--- src/rtl/gpio_irq_pkg.sv ---
// Shared definitions for the GPIO controller: register word indices.
// Assumes byte addressing with 32-bit words, so the index is paddr[5:2].
package gpio_irq_pkg;
    localparam int unsigned BUS_W = 32;

    typedef enum logic [3:0] {
        IDX_BYPASS  = 4'd0,
        IDX_DIR     = 4'd1,
        IDX_OEN     = 4'd2,
        IDX_OUT     = 4'd3,
        IDX_IN      = 4'd4,
        IDX_MASK    = 4'd5,
        IDX_UNMASK  = 4'd6,
        IDX_SETMASK = 4'd7,
        IDX_PEND    = 4'd8,
        IDX_LEVEL   = 4'd9,
        IDX_POL     = 4'd10,
        IDX_BOTH    = 4'd11
    } reg_idx_e;
endpackage

--- src/rtl/gpio_sync2.sv ---
// Two-flop synchronizer for a vector of asynchronous pad inputs.
// Assumes each bit is independent (no multi-bit coherence needed).
module gpio_sync2 #(
    parameter int W = 32
) (
    input  logic         clk,
    input  logic         rst_n,
    input  logic [W-1:0] d_in,
    output logic [W-1:0] q_out
);
    logic [W-1:0] meta_q;
    logic [W-1:0] sync_q;

    // Two sampling stages, cleared on reset.
    always_ff @(posedge clk) begin
        if (!rst_n) begin
            meta_q <= '0;
            sync_q <= '0;
        end else begin
            meta_q <= d_in;
            sync_q <= meta_q;
        end
    end

    assign q_out = sync_q;
endmodule

--- src/rtl/gpio_irq_detect.sv ---
// Per-pin event detector. Level mode: active high/low by polarity.
// Edge mode: rising/falling by polarity, both edges when both_en is set.
// Assumes s_in is already synchronized to clk.
module gpio_irq_detect #(
    parameter int W = 32
) (
    input  logic         clk,
    input  logic         rst_n,
    input  logic [W-1:0] s_in,
    input  logic [W-1:0] level_sel,
    input  logic [W-1:0] polarity,
    input  logic [W-1:0] both_en,
    output logic [W-1:0] hit
);
    logic [W-1:0] prev_q;

    // Previous synchronized level, used for edge comparison.
    always_ff @(posedge clk) begin
        if (!rst_n) prev_q <= '0;
        else        prev_q <= s_in;
    end

    for (genvar i = 0; i < W; i++) begin : g_pin
        logic rise, fall;
        assign rise = s_in[i] & ~prev_q[i];
        assign fall = ~s_in[i] & prev_q[i];
        // Select the event condition for this pin.
        always_comb begin
            if (level_sel[i])    hit[i] = polarity[i] ? s_in[i] : ~s_in[i];
            else if (both_en[i]) hit[i] = rise | fall;
            else                 hit[i] = polarity[i] ? rise : fall;
        end
    end
endmodule

--- src/rtl/gpio_pad_mux.sv ---
// Pad driver selection: GPIO registers or the alternate function, per pin.
// Assumes direction bit 1 means input, which forces the GPIO enable off.
module gpio_pad_mux #(
    parameter int W = 32
) (
    input  logic [W-1:0] bypass,
    input  logic [W-1:0] dir_in,
    input  logic [W-1:0] gp_out,
    input  logic [W-1:0] gp_oe,
    input  logic [W-1:0] alt_out,
    input  logic [W-1:0] alt_oe,
    output logic [W-1:0] pad_out,
    output logic [W-1:0] pad_oe
);
    for (genvar i = 0; i < W; i++) begin : g_pin
        // Per-pin source select.
        always_comb begin
            if (bypass[i]) begin
                pad_out[i] = alt_out[i];
                pad_oe[i]  = alt_oe[i];
            end else begin
                pad_out[i] = gp_out[i];
                pad_oe[i]  = gp_oe[i] & ~dir_in[i];
            end
        end
    end
endmodule

--- src/rtl/gpio_irq_ctrl.sv ---
// GPIO controller top: register file, bus decode, read-to-clear pending
// register, mask set/clear, and combined interrupt.
// Assumes NPINS in 1..32 and AW >= 7; reads complete in the access phase.
module gpio_irq_ctrl
    import gpio_irq_pkg::*;
#(
    parameter int NPINS = 32,
    parameter int AW    = 8
) (
    input  logic             clk,
    input  logic             rst_n,
    input  logic             psel,
    input  logic             penable,
    input  logic             pwrite,
    input  logic [AW-1:0]    paddr,
    input  logic [BUS_W-1:0] pwdata,
    output logic [BUS_W-1:0] prdata,
    input  logic [NPINS-1:0] pad_in,
    input  logic [NPINS-1:0] alt_out,
    input  logic [NPINS-1:0] alt_oe,
    output logic [NPINS-1:0] pad_out,
    output logic [NPINS-1:0] pad_oe,
    output logic             irq
);
    localparam int HI_W = AW - 6;

    logic [NPINS-1:0] byp_q, dir_q, oen_q, out_q, lvl_q, pol_q, both_q;
    logic [NPINS-1:0] mask_q, stat_q, sync_in, hit;
    logic [NPINS-1:0] wd;
    logic [3:0]       widx;
    logic             in_win, wr_en, rd_en, pend_clr;

    assign wd       = pwdata[NPINS-1:0];
    assign widx     = paddr[5:2];
    assign in_win   = (paddr[AW-1:6] == HI_W'(0));
    assign wr_en    = psel & penable & pwrite & in_win;
    assign rd_en    = psel & penable & ~pwrite & in_win;
    assign pend_clr = rd_en & (widx == IDX_PEND);

    gpio_sync2 #(.W(NPINS)) u_sync (
        .clk(clk), .rst_n(rst_n), .d_in(pad_in), .q_out(sync_in)
    );

    gpio_irq_detect #(.W(NPINS)) u_det (
        .clk(clk), .rst_n(rst_n), .s_in(sync_in), .level_sel(lvl_q),
        .polarity(pol_q), .both_en(both_q), .hit(hit)
    );

    gpio_pad_mux #(.W(NPINS)) u_mux (
        .bypass(byp_q), .dir_in(dir_q), .gp_out(out_q), .gp_oe(oen_q),
        .alt_out(alt_out), .alt_oe(alt_oe), .pad_out(pad_out), .pad_oe(pad_oe)
    );

    // Configuration registers written directly from the bus.
    always_ff @(posedge clk) begin
        if (!rst_n) begin
            byp_q  <= '0;
            dir_q  <= '1;
            oen_q  <= '0;
            out_q  <= '0;
            lvl_q  <= '0;
            pol_q  <= '0;
            both_q <= '0;
        end else if (wr_en) begin
            case (widx)
                IDX_BYPASS: byp_q  <= wd;
                IDX_DIR:    dir_q  <= wd;
                IDX_OEN:    oen_q  <= wd;
                IDX_OUT:    out_q  <= wd;
                IDX_LEVEL:  lvl_q  <= wd;
                IDX_POL:    pol_q  <= wd;
                IDX_BOTH:   both_q <= wd;
                default: ;
            endcase
        end
    end

    // Mask: cleared by write-one to unmask, set by write-one to mask.
    always_ff @(posedge clk) begin
        if (!rst_n)                                mask_q <= '1;
        else if (wr_en && widx == IDX_UNMASK)      mask_q <= mask_q & ~wd;
        else if (wr_en && widx == IDX_SETMASK)     mask_q <= mask_q | wd;
    end

    // Pending bits: sticky; a read replaces them with this cycle's events.
    always_ff @(posedge clk) begin
        if (!rst_n)        stat_q <= '0;
        else if (pend_clr) stat_q <= hit;
        else               stat_q <= stat_q | hit;
    end

    // Read multiplexer, zero-extended above the pin count.
    always_comb begin
        prdata = '0;
        if (rd_en) begin
            case (widx)
                IDX_BYPASS: prdata[NPINS-1:0] = byp_q;
                IDX_DIR:    prdata[NPINS-1:0] = dir_q;
                IDX_OEN:    prdata[NPINS-1:0] = oen_q;
                IDX_OUT:    prdata[NPINS-1:0] = out_q;
                IDX_IN:     prdata[NPINS-1:0] = sync_in;
                IDX_MASK:   prdata[NPINS-1:0] = mask_q;
                IDX_PEND:   prdata[NPINS-1:0] = stat_q;
                IDX_LEVEL:  prdata[NPINS-1:0] = lvl_q;
                IDX_POL:    prdata[NPINS-1:0] = pol_q;
                IDX_BOTH:   prdata[NPINS-1:0] = both_q;
                default:    prdata = '0;
            endcase
        end
    end

    // Combined interrupt from unmasked pending bits.
    assign irq = |(stat_q & ~mask_q);
endmodule

--- config.mk ---
export PLATFORM = sky130hd
export DESIGN_NAME = gpio_irq_ctrl
export DESIGN_NICKNAME = d
export VERILOG_FILES = /design/src/rtl/gpio_irq_pkg.sv /design/src/rtl/gpio_sync2.sv /design/src/rtl/gpio_irq_detect.sv /design/src/rtl/gpio_pad_mux.sv /design/src/rtl/gpio_irq_ctrl.sv
export SDC_FILE = /design/constraint.sdc
export NUM_CORES = 1
export LEC_CHECK = 0
export BUFFER_PORTS_ARGS = -buffer_cell sky130_fd_sc_hd__buf_2
export CAP_MARGIN = 5
export CORE_UTILIZATION = 63
export CTS_CLUSTER_DIAMETER = 100
export DETAILED_ROUTE_END_ITERATION = 8
export GPL_ROUTABILITY_DRIVEN = 0
export GPL_TIMING_DRIVEN = 0
export HOLD_SLACK_MARGIN = 0.03
export PLACE_DENSITY = 0.91
export SLEW_MARGIN = 15
export SYNTH_ARGS = -nofsm -noshare
export SYNTH_HDL_FRONTEND = slang
export SYNTH_SLANG_ARGS = --single-unit
--- constraint.sdc ---
create_clock -name clk -period 3.09 [get_ports clk]
set_clock_uncertainty 0.2 [all_clocks]
set_input_delay 0.309 -clock clk [delete_from_list [all_inputs] [get_ports clk]]
set_output_delay 0.309 -clock clk [all_outputs]
set_load 0.02 [all_outputs]
Yosys cells after proc, flatten, opt, wreduce, memory -nomap -nowiden

Index checks and enable logic that the tools add are counted.

Shift operators: 0
Divide/modulo/power cells: 0
Muxes and demuxes: 197
Equality and inequality tests: 11
Order comparisons: 0
Add/sub/neg operators: 0
Bitwise operators: 237
$mul: 0
Reduce and logical (&&, ||, !) cells: 13

Operators with widths:

| operator                                             | count |
|---|---|
| one-hot mux 32 bit (10 select lines)                 | 1 |
| 2-to-1 mux 1 bit                                     | 192 |
| 2-to-1 mux 32 bit                                    | 4 |
| AND 1 bit                                            | 102 |
| NOT 1 bit                                            | 97 |
| AND 32 bit                                           | 2 |
| NOT 32 bit                                           | 2 |
| bitwise OR 32 bit                                    | 2 |
| bitwise OR 1 bit                                     | 32 |
| OR reduction 32 bit                                  | 1 |
| equality test 4 x 3 -> 1 bit (second input constant) | 4 |
| equality test 4 bit (second input constant)          | 4 |
| AND reduction 2 bit                                  | 7 |
| equality test 4 x 2 -> 1 bit (second input constant) | 2 |
| equality test 4 x 1 -> 1 bit (second input constant) | 1 |
| logical NOT 4 bit                                    | 1 |
| logical AND 1 bit                                    | 2 |
| logical NOT 2 bit                                    | 1 |
| nonzero test 2 bit                                   | 1 |

Logic and storage cells: 470
Latch bits: 0
Memories: 0
Output and inout bits: 97
Input port bits: 141
Flip-flop bits (word level): 384
Bits in read-only memories: 0
Memory bits (writable): 0

Longest topological paths before layout

Depth in word-level cells: 7
Gate-level depth with buffers: 8
Gate-level depth less buffers: 6

Modules after synthesis

Synthesis repeated with hierarchy kept, for this count alone.

Cell total of the unflattened synthesis: 2,218
Area total of the unflattened synthesis: 18,790.5 um^2

By module, submodules not included:

| module          | sequential area each (um^2) | area each (um^2) | instances | cells each |
|---|---|---|---|---|
| gpio_irq_ctrl   | 5,765.5                     | 12,943.7         | 1         | 1,569 |
| gpio_irq_detect | 640.6                       | 3,094.2          | 1         | 387 |
| gpio_sync2      | 1,281.2                     | 1,791.7          | 1         | 134 |
| gpio_pad_mux    | 0.0                         | 960.9            | 1         | 128 |

Worst setup path after synthesis

OpenSTA, ideal clock, no wires.

Path kind: input-to-output
From: input port paddr[4]
To: output port prdata[10]
Required time: 2.581 ns
Arrival: 1.734 ns
Stages: 6
Path slack: 0.847 ns
Cells stage by stage: buf_4 > nor4bb_1 > buf_2 > clkbuf_1 > a221oi_1 > a31oi_1

Word-level cells in the longest chain between the ends: 3
Elaborated cells between the ends (all ways): 12
Those cells by class: 9 x eq/ne; 2 x mux; 1 x reduce/logical

Ends and longest elaborated chain:

| element                                           | line                | text |
|---|---|---|
| from (decl)                                       | gpio_irq_ctrl.sv:15 | `input logic [AW-1:0] paddr,` |
| equality test 4 bit, or another cell as far along | gpio_irq_ctrl.sv:96 | `case (widx)` |
| one-hot mux 32 bit (10 select lines) (*)          | gpio_irq_ctrl.sv:96 |  |
| 2-to-1 mux 32 bit (*)                             | gpio_irq_ctrl.sv:95 | `if (rd_en) begin` |
| to (decl)                                         | gpio_irq_ctrl.sv:17 | `output logic [BUS_W-1:0] prdata,` |

Every way passes the cells marked *; elsewhere a longest branch is shown, timed or not.

Worst setup path after layout

From: input port paddr[4]
To: output port prdata[21]

The elaborated chain is that of the path after synthesis.

==> flow_summary_export.csv <==
group,metric,value,unit
place,dp_slack,-125.0,ps
logic_synthesis,synth_area_leaders,"dfxtp_1, nand2_1, a21boi_1, ha_1, a22o_1",
power,power_density,482.1,nW/um^2
drt,via_count,19070,
drt,avgViaCountPerCell,6.592,
clocking,clockBufferDepth,3,
power,total_power,0.01062,W
sta,setup_viol,4,
worst_setup_path,rr_worst_depth,6,
logic_synthesis,yosysTopAreaCellShare,0.4143,
finish,layout_commonest_cell,"nand2_1",
clocking,worstSkewPairLatency,540,ps
sta,timing.final.crit_period,3204,ps
logic_synthesis,synthArstFlopShare,0,
sta,setup_ws,-113.6,ps
clocking,cts_buffers,38,
finish,drive_above_1_share,0.1751,
floorplanning,coreArea,28860,um^2
worst_setup_path,rrSetupSlack,1180,ps
floorplanning,rows,62,
floorplanning,dieArea,30140,um^2
sta,fin_crit_sh,1.037,
sta,max_freq,312.1,MHz
logic_synthesis,ys.flop_type,"dfxtp_1",
worst_setup_path,cp_slowest_stage_delay,580,ps
power,p_leak,8.851,nW
global_routing,grt_pass1_wl,101.7,mm
clocking,cts_tree,"done",
worst_setup_path,setup.worst_path.end_class,"primary output",
sta,rsz0062_at_grt,"no",
sta,tightestPinTransition,1004,ps
logic_synthesis,synth_edf_count,0,
hold_path,hold_class,"input port to flop",
logic_synthesis,synthCells,2168,
hold_path,hold_path_depth,4,
place,hpwlAfterDp,44.78,mm
worst_setup_path,worst_path_most_repeated_cell,"buf_2",
global_routing,overflow,0,
worst_setup_path,worstSetupPathType,"input port to primary output",
floorplanning,dieWidth,173.6,um
logic_synthesis,syn-num-nets,2373,
global_routing,grt_use_total,0.4369,
sta,hold_viol_final,0,
worst_setup_path,start_kind,"input port",
floorplanning,pin_count,238,
clocking,cts_sinks,384,
worst_setup_path,crit_arrival,2690,ps
logic_synthesis,ys_seq_area_frac,0.4143,
logic_synthesis,yosysWarnings,0,
worst_setup_path,cp_data_required_time,2580,ps
power,ir_worst_vdd,0.3201,mV
floorplanning,initial_utilization,0.6430,
worst_setup_path,worstPathMaxFanout,10,
clocking,htreeDepth,2,
finish,area_growth,18.70,%
finish,final_cell_mix,"nand2_1, dfxtp_1, buf_2, a21boi_1",
clocking,path_clk_slew,60,ps
worst_setup_path,path_cells,"buf_2 -> buf_4 -> nor4bb_1 -> buf_2 -> clkbuf_1 -> a221oi_1 -> a31oi_1 -> buf_2",
clocking,cts-root-buf,"clkbuf_16",
run_status,run_status,"finished with violations",
drt,drc,0,
run_status,violations,"negative setup slack",
logic_synthesis,synth_top_cell_by_area,"dfxtp_1",
drt,wl,68.01,mm
drt,avgRoutedWirePerCell,23.51,um
worst_setup_path,slowest_stage,"clkbuf_1",
global_routing,antenna_found_initial,3,
sta,drv_slew,0,
logic_synthesis,syn_area,18550,um^2
sta,slew_headroom,0.3307,
flow_run,cap_violations,0,
finish,fin_nets,2684,
global_routing,grt_max_degree,17,
logic_synthesis,synth_area_per_cell,8.558,um^2
floorplanning,dieHeight,173.6,um
finish,fillCellCount,1881,
global_routing,first_global_vias,18640,
drt,antenna_left,0,
logic_synthesis,postSynthRegisterBits,384,
logic_synthesis,ys_types,35,
drt,dr.first_iter.drc_count,3224,
place,numPortBuffers,202,
drt,first_pass_iters,8,
## registers in the layout, indices dropped and copies added (netlist names), named ones only
signal,flops
dir_q,32
stat_q,32
lvl_q,32
u_det.prev_q,32
oen_q,32
byp_q,32
u_sync.meta_q,32
pol_q,32
out_q,32
u_sync.q_out,32
both_q,32
## metrics by stage
step           TNS, ps  utilization  area [um^2]  std cells  hold slack (ps)
3_3_place_gp    -339.6       0.6946        20050       2754            216.1
5_1_grt              0       0.7631        22020       2892            176.6
4_1_cts              0       0.7613        21970       2886            136.7
2_1_floorplan        0            -        18550       2168            211.9
6_report        -263.1       0.7632        22020       2893            146.0
3_5_place_dp    -512.4       0.6946        20050       2754            216.9
## final timing paths
kind | endpoint | start
worst max-delay path | prdata[21] | paddr[4]
worst min register to register | u_sync.q_out[30]$_SDFF_PN0_ | u_sync.meta_q[30]$_SDFF_PN0_
worst max register to register | stat_q[17]$_SDFF_PN0_ | u_sync.q_out[17]$_SDFF_PN0_
worst min-delay path | flop | paddr[2]
## timing repair
item / in CTS / in global routing
buffers inserted: 0 / 5
pin swaps: 0 / 1
endpoints found under the hold margin: 279 / 0
hold buffers: 64 / 0
resized for setup: 7 / 22
setup endpoints to repair: 14 / 25
## cells by family after synthesis
logic type	count (synthesis)	share of synthesized area
fa+ha+maj	64	0.04316
buf+inv	282	0.06528
flops	384	0.4143
compound gates	529	0.2169
simple gates	781	0.1892
mux	96	0.05611
xor+xnor	32	0.01511
## worst max-delay path, delay by kind of cell
family                 cells  cell delay, ps
AO/OA/AOI/OAI              2             630
buffers and inverters      5            1450
AND/OR/NAND/NOR            1             300
## layer usage
layer  global-route usage  routed length, um  vias to the layer above
met5                    0                 12                        -
met4               0.2990               5256                        2
met3               0.1660              10600                      488
met2               0.6672              29190                     1733
met1               0.5081              22950                     8789
li1                     -                  -                     8058
## synth_stat cells (39+ instances only)
cell type	instances
buf_2	71
and2_1	96
nand2_1	556
inv_1	96
dfxtp_1	384
nand3_1	39
mux2_2	64
o21ai_0	45
a22o_1	84
ha_1	64
a21boi_1	224
clkbuf_1	98
a221oi_1	64
## cell type report
| class | instances | area, um^2 | area share |
|---|---|---|---|
| multi-input combinational | 1502 | 9656 | 0.4384 |
| sequential | 384 | 7687 | 0.3491 |
| timing repair buffer | 271 | 1689 | 0.07670 |
| clock buffer | 54 | 1135 | 0.05153 |
| buffer | 186 | 872.1 | 0.03960 |
| tap | 384 | 480.5 | 0.02182 |
| inverter | 96 | 360.3 | 0.01636 |
| clock inverter | 14 | 138.9 | 0.006306 |
| antenna | 2 | 5.005 | 0.0002272 |
## where the power goes
part / internal, W / leakage [nW] / switching [W] / total (W)
clock: 0.00274 / 0.622 / 0.00206 / 0.00480
sequential: 0.00502 / 3.11 / 0.0000626 / 0.00508
combinational: 0.000308 / 5.11 / 0.000427 / 0.000735
total: 0.00807 / 8.85 / 0.00255 / 0.0106
Note: power is estimated with default switching activity, not from simulation.
